### config.mk
export PLATFORM = sky130hd
export DESIGN_NAME = prd_walker
export DESIGN_NICKNAME = d
export VERILOG_FILES = /design/src/rtl/prd_pkg.sv /design/src/rtl/prd_desc_decode.sv /design/src/rtl/prd_chunk_sel.sv /design/src/rtl/prd_walker.sv
export SDC_FILE = /design/constraint.sdc
export NUM_CORES = 1
export LEC_CHECK = 0
export ABC_AREA = 0
export ABC_CLOCK_PERIOD_IN_PS = 4900
export BUFFER_PORTS_ARGS = -buffer_cell sky130_fd_sc_hd__buf_2
export CAP_MARGIN = 20
export CORE_UTILIZATION = 23
export DETAILED_ROUTE_END_ITERATION = 8
export SLEW_MARGIN = 5
export SYNTH_ARGS = -nofsm -noshare
export SYNTH_HDL_FRONTEND = slang
export SYNTH_SLANG_ARGS = --single-unit
### constraint.sdc
create_clock -name clk -period 4.9 [get_ports clk]
set_input_delay 0.98 -clock clk [delete_from_list [all_inputs] [get_ports clk]]
set_output_delay 0.98 -clock clk [all_outputs]
set_load 0.005 [all_outputs]
### src/rtl/prd_pkg.sv
package prd_pkg;
  localparam int ADDR_W  = 32;
  localparam int RLEN_W  = 17;
  localparam int BEAT_W  = 64;
  localparam int DESC_BYTES = 8;

  typedef enum logic [2:0] {
    ST_IDLE,
    ST_CHECK,
    ST_FETCH,
    ST_WAIT,
    ST_ISSUE,
    ST_DONE
  } walk_st_e;

  typedef struct packed {
    logic [ADDR_W-1:0] addr;
    logic [RLEN_W-1:0] len;
    logic              last;
  } region_t;
endpackage

### src/rtl/prd_desc_decode.sv
module prd_desc_decode
  import prd_pkg::*;
(
  input  logic [BEAT_W-1:0] beat,
  output region_t           rgn
);
  logic [31:0] size_w;
  logic [15:0] masked;
  logic        unused_bits;

  assign size_w      = beat[63:32];
  assign masked      = {size_w[15:1], 1'b0};
  assign unused_bits = ^{size_w[30:16], size_w[0]};

  always_comb begin
    rgn.addr = beat[31:0];
    rgn.last = size_w[31];
    if (masked == 16'h0) rgn.len = 17'h1_0000;
    else                 rgn.len = {1'b0, masked};
  end
endmodule

### src/rtl/prd_chunk_sel.sv
module prd_chunk_sel
  import prd_pkg::*;
#(
  parameter int LEN_W = 20
) (
  input  logic [LEN_W-1:0]  remain,
  input  logic [RLEN_W-1:0] rgn_len,
  output logic [RLEN_W-1:0] len
);
  localparam int CMP_W = (LEN_W > RLEN_W) ? LEN_W : RLEN_W;

  logic [CMP_W-1:0] rem_x;
  logic [CMP_W-1:0] rgn_x;

  assign rem_x = CMP_W'(remain);
  assign rgn_x = CMP_W'(rgn_len);
  assign len   = (rem_x < rgn_x) ? RLEN_W'(rem_x) : rgn_len;
endmodule

### src/rtl/prd_walker.sv
module prd_walker
  import prd_pkg::*;
#(
  parameter int LEN_W      = 20,
  parameter int PAGE_BYTES = 4096
) (
  input  logic              clk,
  input  logic              rst_n,
  input  logic              start,
  input  logic [31:0]       tbl_base,
  input  logic [LEN_W-1:0]  req_bytes,
  output logic              mem_req_valid,
  input  logic              mem_req_ready,
  output logic [31:0]       mem_req_addr,
  input  logic              mem_rsp_valid,
  input  logic [63:0]       mem_rsp_data,
  output logic              chunk_valid,
  input  logic              chunk_ready,
  output logic [31:0]       chunk_addr,
  output logic [16:0]       chunk_len,
  output logic              busy,
  output logic              done,
  output logic              done_ok
);
  localparam int CMP_W = (LEN_W > RLEN_W) ? LEN_W : RLEN_W;
  localparam logic [ADDR_W-1:0] PAGE_LIM = ADDR_W'(PAGE_BYTES);
  localparam logic [ADDR_W-1:0] STEP     = ADDR_W'(DESC_BYTES);

  walk_st_e          st_q, st_d;
  logic [ADDR_W-1:0] base_q, base_d;
  logic [ADDR_W-1:0] ptr_q, ptr_d;
  logic [ADDR_W-1:0] raddr_q, raddr_d;
  logic [RLEN_W-1:0] rlen_q, rlen_d;
  logic              rlast_q, rlast_d;
  logic [LEN_W-1:0]  remain_q, remain_d;
  logic              ok_q, ok_d;

  region_t           fetched;
  logic [RLEN_W-1:0] seg_len;
  logic              can_start;
  logic              table_end;
  logic              en;

  prd_desc_decode u_dec (
    .beat (mem_rsp_data),
    .rgn  (fetched)
  );

  prd_chunk_sel #(.LEN_W(LEN_W)) u_sel (
    .remain  (remain_q),
    .rgn_len (rlen_q),
    .len     (seg_len)
  );

  assign can_start = start && ((st_q == ST_IDLE) || (st_q == ST_DONE));
  assign table_end = rlast_q || ((ptr_q - base_q) >= PAGE_LIM);

  always_comb begin
    st_d     = st_q;
    base_d   = base_q;
    ptr_d    = ptr_q;
    raddr_d  = raddr_q;
    rlen_d   = rlen_q;
    rlast_d  = rlast_q;
    remain_d = remain_q;
    ok_d     = ok_q;
    case (st_q)
      ST_IDLE, ST_DONE: begin
        st_d = ST_IDLE;
        if (can_start) begin
          base_d   = tbl_base;
          ptr_d    = tbl_base;
          raddr_d  = '0;
          rlen_d   = '0;
          rlast_d  = 1'b0;
          remain_d = req_bytes;
          ok_d     = 1'b0;
          st_d     = ST_CHECK;
        end
      end
      ST_CHECK: begin
        if (remain_q == '0) begin
          ok_d = 1'b1;
          st_d = ST_DONE;
        end else if (rlen_q == '0) begin
          if (table_end) begin
            ok_d = 1'b0;
            st_d = ST_DONE;
          end else begin
            st_d = ST_FETCH;
          end
        end else begin
          st_d = ST_ISSUE;
        end
      end
      ST_FETCH: begin
        if (mem_req_ready) st_d = ST_WAIT;
      end
      ST_WAIT: begin
        if (mem_rsp_valid) begin
          raddr_d = fetched.addr;
          rlen_d  = fetched.len;
          rlast_d = fetched.last;
          ptr_d   = ptr_q + STEP;
          st_d    = ST_CHECK;
        end
      end
      ST_ISSUE: begin
        if (chunk_ready) begin
          raddr_d  = raddr_q + ADDR_W'(seg_len);
          rlen_d   = rlen_q - seg_len;
          remain_d = LEN_W'(CMP_W'(remain_q) - CMP_W'(seg_len));
          st_d     = ST_CHECK;
        end
      end
      default: st_d = ST_IDLE;
    endcase
  end

  assign en = (st_q != ST_IDLE) || start;

  always_ff @(posedge clk or negedge rst_n) begin
    if (!rst_n) begin
      st_q     <= ST_IDLE;
      base_q   <= '0;
      ptr_q    <= '0;
      raddr_q  <= '0;
      rlen_q   <= '0;
      rlast_q  <= 1'b0;
      remain_q <= '0;
      ok_q     <= 1'b0;
    end else if (en) begin
      st_q     <= st_d;
      base_q   <= base_d;
      ptr_q    <= ptr_d;
      raddr_q  <= raddr_d;
      rlen_q   <= rlen_d;
      rlast_q  <= rlast_d;
      remain_q <= remain_d;
      ok_q     <= ok_d;
    end
  end

  assign mem_req_valid = (st_q == ST_FETCH);
  assign mem_req_addr  = ptr_q;
  assign chunk_valid   = (st_q == ST_ISSUE);
  assign chunk_addr    = raddr_q;
  assign chunk_len     = seg_len;
  assign busy          = (st_q != ST_IDLE) && (st_q != ST_DONE);
  assign done          = (st_q == ST_DONE);
  assign done_ok       = done && ok_q;

  // a segment is non-empty and fits both the region and the request
  a_r6_seg_bound: assert property (@(posedge clk) disable iff (!rst_n)
    chunk_valid |-> (chunk_len != '0) && (chunk_len <= rlen_q) &&
                    (CMP_W'(chunk_len) <= CMP_W'(remain_q)));

  a_r9_fetch_hold: assert property (@(posedge clk) disable iff (!rst_n)
    (mem_req_valid && !mem_req_ready) |=> mem_req_valid && $stable(mem_req_addr));

  a_r9_seg_hold: assert property (@(posedge clk) disable iff (!rst_n)
    (chunk_valid && !chunk_ready) |=>
      chunk_valid && $stable(chunk_addr) && $stable(chunk_len));

  a_r7_page_window: assert property (@(posedge clk) disable iff (!rst_n)
    mem_req_valid |-> ((mem_req_addr - base_q) < PAGE_LIM));

  a_r4_no_fetch_after_last: assert property (@(posedge clk) disable iff (!rst_n)
    mem_req_valid |-> !rlast_q);

  a_r10_base_kept: assert property (@(posedge clk) disable iff (!rst_n)
    (busy && start) |=> $stable(base_q) && $stable(remain_q) || !busy);

  a_r8_done_pulse: assert property (@(posedge clk) disable iff (!rst_n)
    done |=> !done);
endmodule

==> Word-level counts from Yosys, hierarchy flattened <==
Cells that the tools add are included.
{ "word_totals": {"reg_bits": 138, "in_bits": 122, "out_inout_bits": 86, "wordCells": 80} }
{ "classes": {"addsub": 5, "order_cmp": 2, "n_eq_ne": 12, "mux": 31, "reduce_logical": 22} }
{ "ops": {"columns": ["op", "n"], "rows": [
  ["$mux W32", 5],
  ["$pmux W32 S3", 1],
  ["$mux W17", 5],
  ["$pmux W32 S2", 1],
  ["$pmux W17 S3", 1],
  ["$mux W20", 2],
  ["$pmux W20 S2", 1],
  ["$add A32 B17 Y32", 1],
  ["$add A32 B4 Y32 const B", 1],
  ["$ge A32 B13 Y1 const B", 1],
  ["$sub A32 B32 Y32", 1],
  ["$logic_not A20 Y1", 1],
  ["$lt A20 B17 Y1", 1],
  ["$sub A20 B17 Y20", 1],
  ["$mux W3", 6],
  ["$logic_not A17 Y1", 1],
  ["$sub A17 B17 Y17", 1],
  ["$logic_not A16 Y1", 1],
  ["$pmux W3 S5", 1],
  ["$reduce_and A4 Y1", 3],
  ["$reduce_and A5 Y1", 2],
  ["$ne A3 B3 Y1 const B", 3],
  ["$eq A3 B2 Y1 const B", 2],
  ["$eq A3 B3 Y1 const B", 2],
  ["other kinds (12)", 27]
]} }

==> Longest topological paths before layout <==
{ "logic_depth": {"ltp_word": 7, "depth_mapped": 25, "depth_no_buf": 23} }

==> Cells and area by module <==
From an unflattened synthesis, not the netlist that was laid out.
{ "hier_totals": {"cells_unflattened": 1519, "hier_area_um2": 11922.7} }
{ "modules_own_cells": {"columns": ["module", "instances", "cells_per_inst", "area_each_um2", "seq_area_each_um2"], "rows": [
  ["prd_walker", 1, 1387, 10889.2, 3453.3],
  ["prd_chunk_sel", 1, 77, 685.7, 0.0],
  ["prd_desc_decode", 1, 55, 347.8, 0.0]
]} }

==> Worst setup path after synthesis <==
Ideal clock, no wire load.
{ "synth_timing": {"path_kind": "register to register", "from": "reg rlen_q[1]", "to": "reg rlen_q[13]", "setup_ns": 0.134, "t_arrival_ns": 4.783, "required_time_ns": 4.766, "path_slack_ns": -0.017, "path_stages_with_launch": 25, "path_buffers": 2, "period_less_slack_ns": 4.917, "cell_sequence": "dfrtp_1 inv_1 ha_1 a21o_1 a21o_1 a21oi_1 o211a_1 o21ai_0 a31oi_1 clkbuf_1 clkbuf_1 nor2_1 a21o_1 inv_1 ha_1 nor2b_1 o21ai_0 a21boi_1 o21ai_0 a21oi_1 o2111a_1 or4_1 a41oi_1 xnor2_1 o21ai_0"} }
{ "synth_between": {"elab_chain_len": 5} }
{ "synth_lines": {"columns": ["element", "line_no", "rtl"], "rows": [
  ["start: declaration", "prd_walker.sv:33", "logic [RLEN_W-1:0] rlen_q, rlen_d;"],
  ["start signal: assignment", "prd_walker.sv:137", "rlen_q <= rlen_d;"],
  ["$lt A20 B17 Y1", "prd_chunk_sel.sv:17", "assign len = (rem_x < rgn_x) ? RLEN_W'(rem_x) : rgn_len;"],
  ["$mux W17 (*)", "prd_chunk_sel.sv:17", null],
  ["via chunk_len[1]", "prd_walker.sv:20", "output logic [16:0] chunk_len,"],
  ["$sub A17 B17 Y17 (*)", "prd_walker.sv:111", "rlen_d = rlen_q - seg_len;"],
  ["$mux W17 (*)", "prd_walker.sv:109", "if (chunk_ready) begin"],
  ["$pmux W17 S3 (*)", "prd_walker.sv:67", "case (st_q)"]
]} }
Mark *: on every way through the listed nets, which the timed path passes. The rest lies on a longest branch. The select of a mux whose other input is x is not followed.
A chain may end at the register's enable or synchronous reset.

==> Worst setup path in the final report <==
{ "layout_timing": {"from": "reg rlen_q[13]", "to": "reg rlen_q[14]"} }
{ "layout_between": {"elab_chain_len": 5} }
{ "layout_lines": {"columns": ["element", "line_no"], "rows": [
  ["$lt A20 B17 Y1", "prd_chunk_sel.sv:17"],
  ["$mux W17", "prd_chunk_sel.sv:17"],
  ["$sub A17 B17 Y17 (*)", "prd_walker.sv:111"],
  ["$mux W17 (*)", "prd_walker.sv:109"],
  ["$pmux W17 S3 (*)", "prd_walker.sv:67"]
]} }
Mark *: on every way between the ends. The rest lies on a longest branch, timed or not. The select of a mux whose other input is x is not followed.

==> flow_metrics.env <==
export IMPL_drive_gt1_share_pct=20.4
export IMPL_hpwl_mm=32.3
export IMPL_n_antenna_cell=0
export IMPL_cts_clk_slew_worst_paths_ns=0.06
export IMPL_cellLeakagePower_uw=0.00659
export IMPL_synth_distinct_cells=82
export IMPL_yosys_warnings=0
export IMPL_synthCells=1475
export IMPL_status="finished, final reports clean"
export IMPL_numCtsBuffers=17
export IMPL_postRouteAntennaNets=0
export IMPL_wl_mm=42.8
export IMPL_fin_cells=2369
export IMPL_gp_congestion=0.886
export IMPL_dp_cells=2331
export IMPL_setup_viol=0
export IMPL_hold_viol_final=0
export IMPL_crit_fanout=5
export IMPL_power_density_nw_per_um2=904
export IMPL_cts_buffer_depth=2
export IMPL_grt_max_degree=73
export IMPL_yosysSeqAreaShare_pct=29.9
export IMPL_arrival_ns=4.94
export IMPL_drt_first_pass_iters=5
export IMPL_track_usage_pct=16.8
export IMPL_critPathRequiredTime_ns=5.25
export IMPL_critPathKind="flop to flop"
export IMPL_drv_slew=0
export IMPL_area_growth_pct=24.8
export IMPL_grt_overflow=0
export IMPL_post_drt_wl_per_cell_um=18.1
export IMPL_syn_avg_cell_area_um2=7.83
export IMPL_drc=0
export IMPL_core_um2=49300
export IMPL_ir_drop_uv=388
export IMPL_num_rows=81
export IMPL_dieWidth_um=226
export IMPL_port_buffers=191
export IMPL_dpl_cell_area_um2=13600
export IMPL_synth_seq_cells=138
export IMPL_worst_pin_slew_ns=1.09
export IMPL_max_slew_margin_pct=26.9
export IMPL_syn_num_nets=1699
export IMPL_h_tree_depth=4
export IMPL_max_freq_mhz=218
export IMPL_clk_latency_ns=0.46
export IMPL_io_pins=208
export IMPL_drv_cap=0
export IMPL_finClkSkew_ns=0.0130
export IMPL_whs_ns=0.497
export IMPL_yosys_most_used_dff="dfrtp_1"
export IMPL_netlist_area_um2=11600
export IMPL_fin_crit_sh_pct=93.8
export IMPL_nets=1916
export IMPL_num_vias=12086
export IMPL_initial_core_util_pct=23.5
export IMPL_start_kind="flop"
export IMPL_avgViaCountPerCell=5.10
export IMPL_synth_edf_count=0
export IMPL_final_min_clock_period_ns=4.60
export IMPL_grt_pass1_wl_mm=65.6
export IMPL_fp_dieH_um=226
export IMPL_fin_area_um2=14400
export IMPL_cts_sinks=138
export IMPL_async_flop_share_pct=100
export IMPL_cts_tree="done"
export IMPL_drtIter0Drc=862
export IMPL_antenna_found_initial=0
export IMPL_grt_pass1_vias=11705
export IMPL_root_buffer="clkbuf_16"
export IMPL_crit_path_end_kind="flop"
export IMPL_die_area_um2=51100
export IMPL_post_place_ws_ns=0.105
export IMPL_hp_class="flop to flop"
export IMPL_setup_ws_ns=0.304
repair_timing:
action	4_1_cts	5_1_grt
setup buffers	0	5
setup endpoints to repair	0	31
endpoints found under the hold margin	0	0
hold buffers	0	0
resized for setup	0	38
layout by cell type, fill, tap and decap left out, types with 22 or more instances in the layout:
cell type | netlist | final
a21o_1 | 41 | 41
nor3_1 | 30 | 29
and3_1 | 22 | 22
dfrtp_1 | 138 | 138
nand3_1 | 52 | 52
ha_1 | 98 | 97
o21ai_0 | 116 | 110
inv_1 | 109 | 108
buf_4 | 0 | 68
a21oi_1 | 132 | 125
buf_2 | 2 | 191
a221oi_1 | 22 | 22
nand2_1 | 154 | 153
nor2_1 | 139 | 137
cell type report:
cell class | count | area [um2]
Clock buffer | 22 | 484
Clock inverter | 10 | 115
Fill cell | 5362 | 34800
Inverter | 109 | 409
Multi-Input combinational cell | 1163 | 7600
Sequential cell | 138 | 3450
Tap cell | 664 | 831
Timing Repair Buffer | 263 | 1520
kinds of logic after synthesis:
family                   Yosys count  share of synthesized area [%]
AND/OR/NAND/NOR                  521                           21.8
adder cells (fa/ha/maj)          102                           11.3
XOR/XNOR                          39                           2.96
multiplexers                       8                          0.704
buffers and inverters            174                           5.68
AO/OA/AOI/OAI                    493                           27.7
flip-flops                       138                           29.9
sequential cells by signal (all words and copies together) (netlist names):
| name | count |
|---|---|
| chunk_addr | 32 |
| remain_q | 20 |
| rlen_q | 17 |
| st_q | 3 |
| mem_req_addr | 32 |
| rlast_q | 1 |
| base_q | 32 |
| ok_q | 1 |
critical path: stages (launching register included):
cell and delay [ns]:
dfrtp_1 0.43, inv_1 0.10, ha_1 0.32, a21o_1 0.18, a21oi_1 0.14, nor2b_1 0.05, o21ai_0 0.14, nand2_1 0.09
a31oi_2 0.22, buf_6 0.16, nand2_1 0.05, o21ai_0 0.08, buf_4 0.17, ha_1 0.16, inv_1 0.05, fa_1 0.38
a21o_1 0.19, a21o_1 0.20, a21oi_2 0.19, o21ai_2 0.11, a211oi_2 0.30, nor3b_2 0.10, o21ai_2 0.16, nand2_1 0.08
xor2_1 0.14, a221o_1 0.29
Yosys cell counts, types with 5 or more instances:
cell / number / area share, %
nand2_1: 154 / 5.0
nor2_1: 139 / 4.5
dfrtp_1: 138 / 30
a21oi_1: 132 / 5.7
o21ai_0: 116 / 5.0
inv_1: 109 / 3.5
ha_1: 98 / 11
clkbuf_1: 59 / 1.9
nand3_1: 52 / 2.3
a21o_1: 41 / 2.7
nor3_1: 30 / 1.3
a221oi_1: 22 / 1.7
and3_1: 22 / 1.2
a31oi_1: 21 / 1.1
o22ai_1: 21 / 1.1
xnor2_1: 21 / 1.6
nor4_1: 18 / 0.97
xor2_1: 18 / 1.4
a211oi_1: 16 / 1.0
nor2b_1: 16 / 0.87
or3_1: 16 / 0.87
nand4_1: 14 / 0.76
o211ai_1: 13 / 0.84
a22oi_1: 10 / 0.65
o21a_1: 10 / 0.65
o21bai_1: 10 / 0.65
and2_1: 9 / 0.49
and4_1: 8 / 0.61
nand2b_1: 8 / 0.43
mux2i_1: 7 / 0.61
or4_1: 7 / 0.45
a32oi_1: 6 / 0.45
o311ai_0: 6 / 0.45
o31ai_1: 6 / 0.39
or2_2: 6 / 0.32
a2111oi_0: 5 / 0.38
a211o_1: 5 / 0.38
worst paths after layout:
kind / startpoint / endpoint / slack, ns / cells after the start
setup / recovery: rlen_q[13] / rlen_q[14] / 0.30 / 25
hold / removal: base_q[31] / base_q[31] / 0.50 / 2
setup reg to reg: rlen_q[13] / rlen_q[14] / 0.30 / 25
hold reg to reg: base_q[31] / base_q[31] / 0.50 / 2
max in group asynchronous: rst_n / mem_req_addr[8] / 3.46 / 2
min in group asynchronous: rst_n / remain_q[3] / 0.51 / 1
metal layers:
layer | vias to the layer above | part of all wire (%) | track usage (%)
met3 | 71 | 6.4 | 3.83
li1 | 5830 | - | -
met1 | 5788 | 43 | 20.9
met2 | 397 | 47 | 27.7
met4 | 0 | 3.3 | 6.89
met5 | - | 0 | 0
report_power, final:
group	total (uW)	internal, uW	leakage (uW)	switching (uW)
Sequential	2190	1660	0.00168	535
Combinational	9450	3980	0.00462	5470
Clock	1380	802	0.000289	578
through the flow:
| stage | power (uW) | setup TNS (ns) | util, % |
|---|---|---|---|
| after floorplan | 8400 | 0 | - |
| after CTS | 12800 | 0 | 28.9 |
| final | 13000 | 0 | 29.3 |
| after global routing | 14200 | -0.00401 | 29.3 |
| after detailed placement | 11300 | 0 | 27.7 |
| after global placement | 11100 | 0 | 27.7 |
Power figures use the tool's default switching activity.
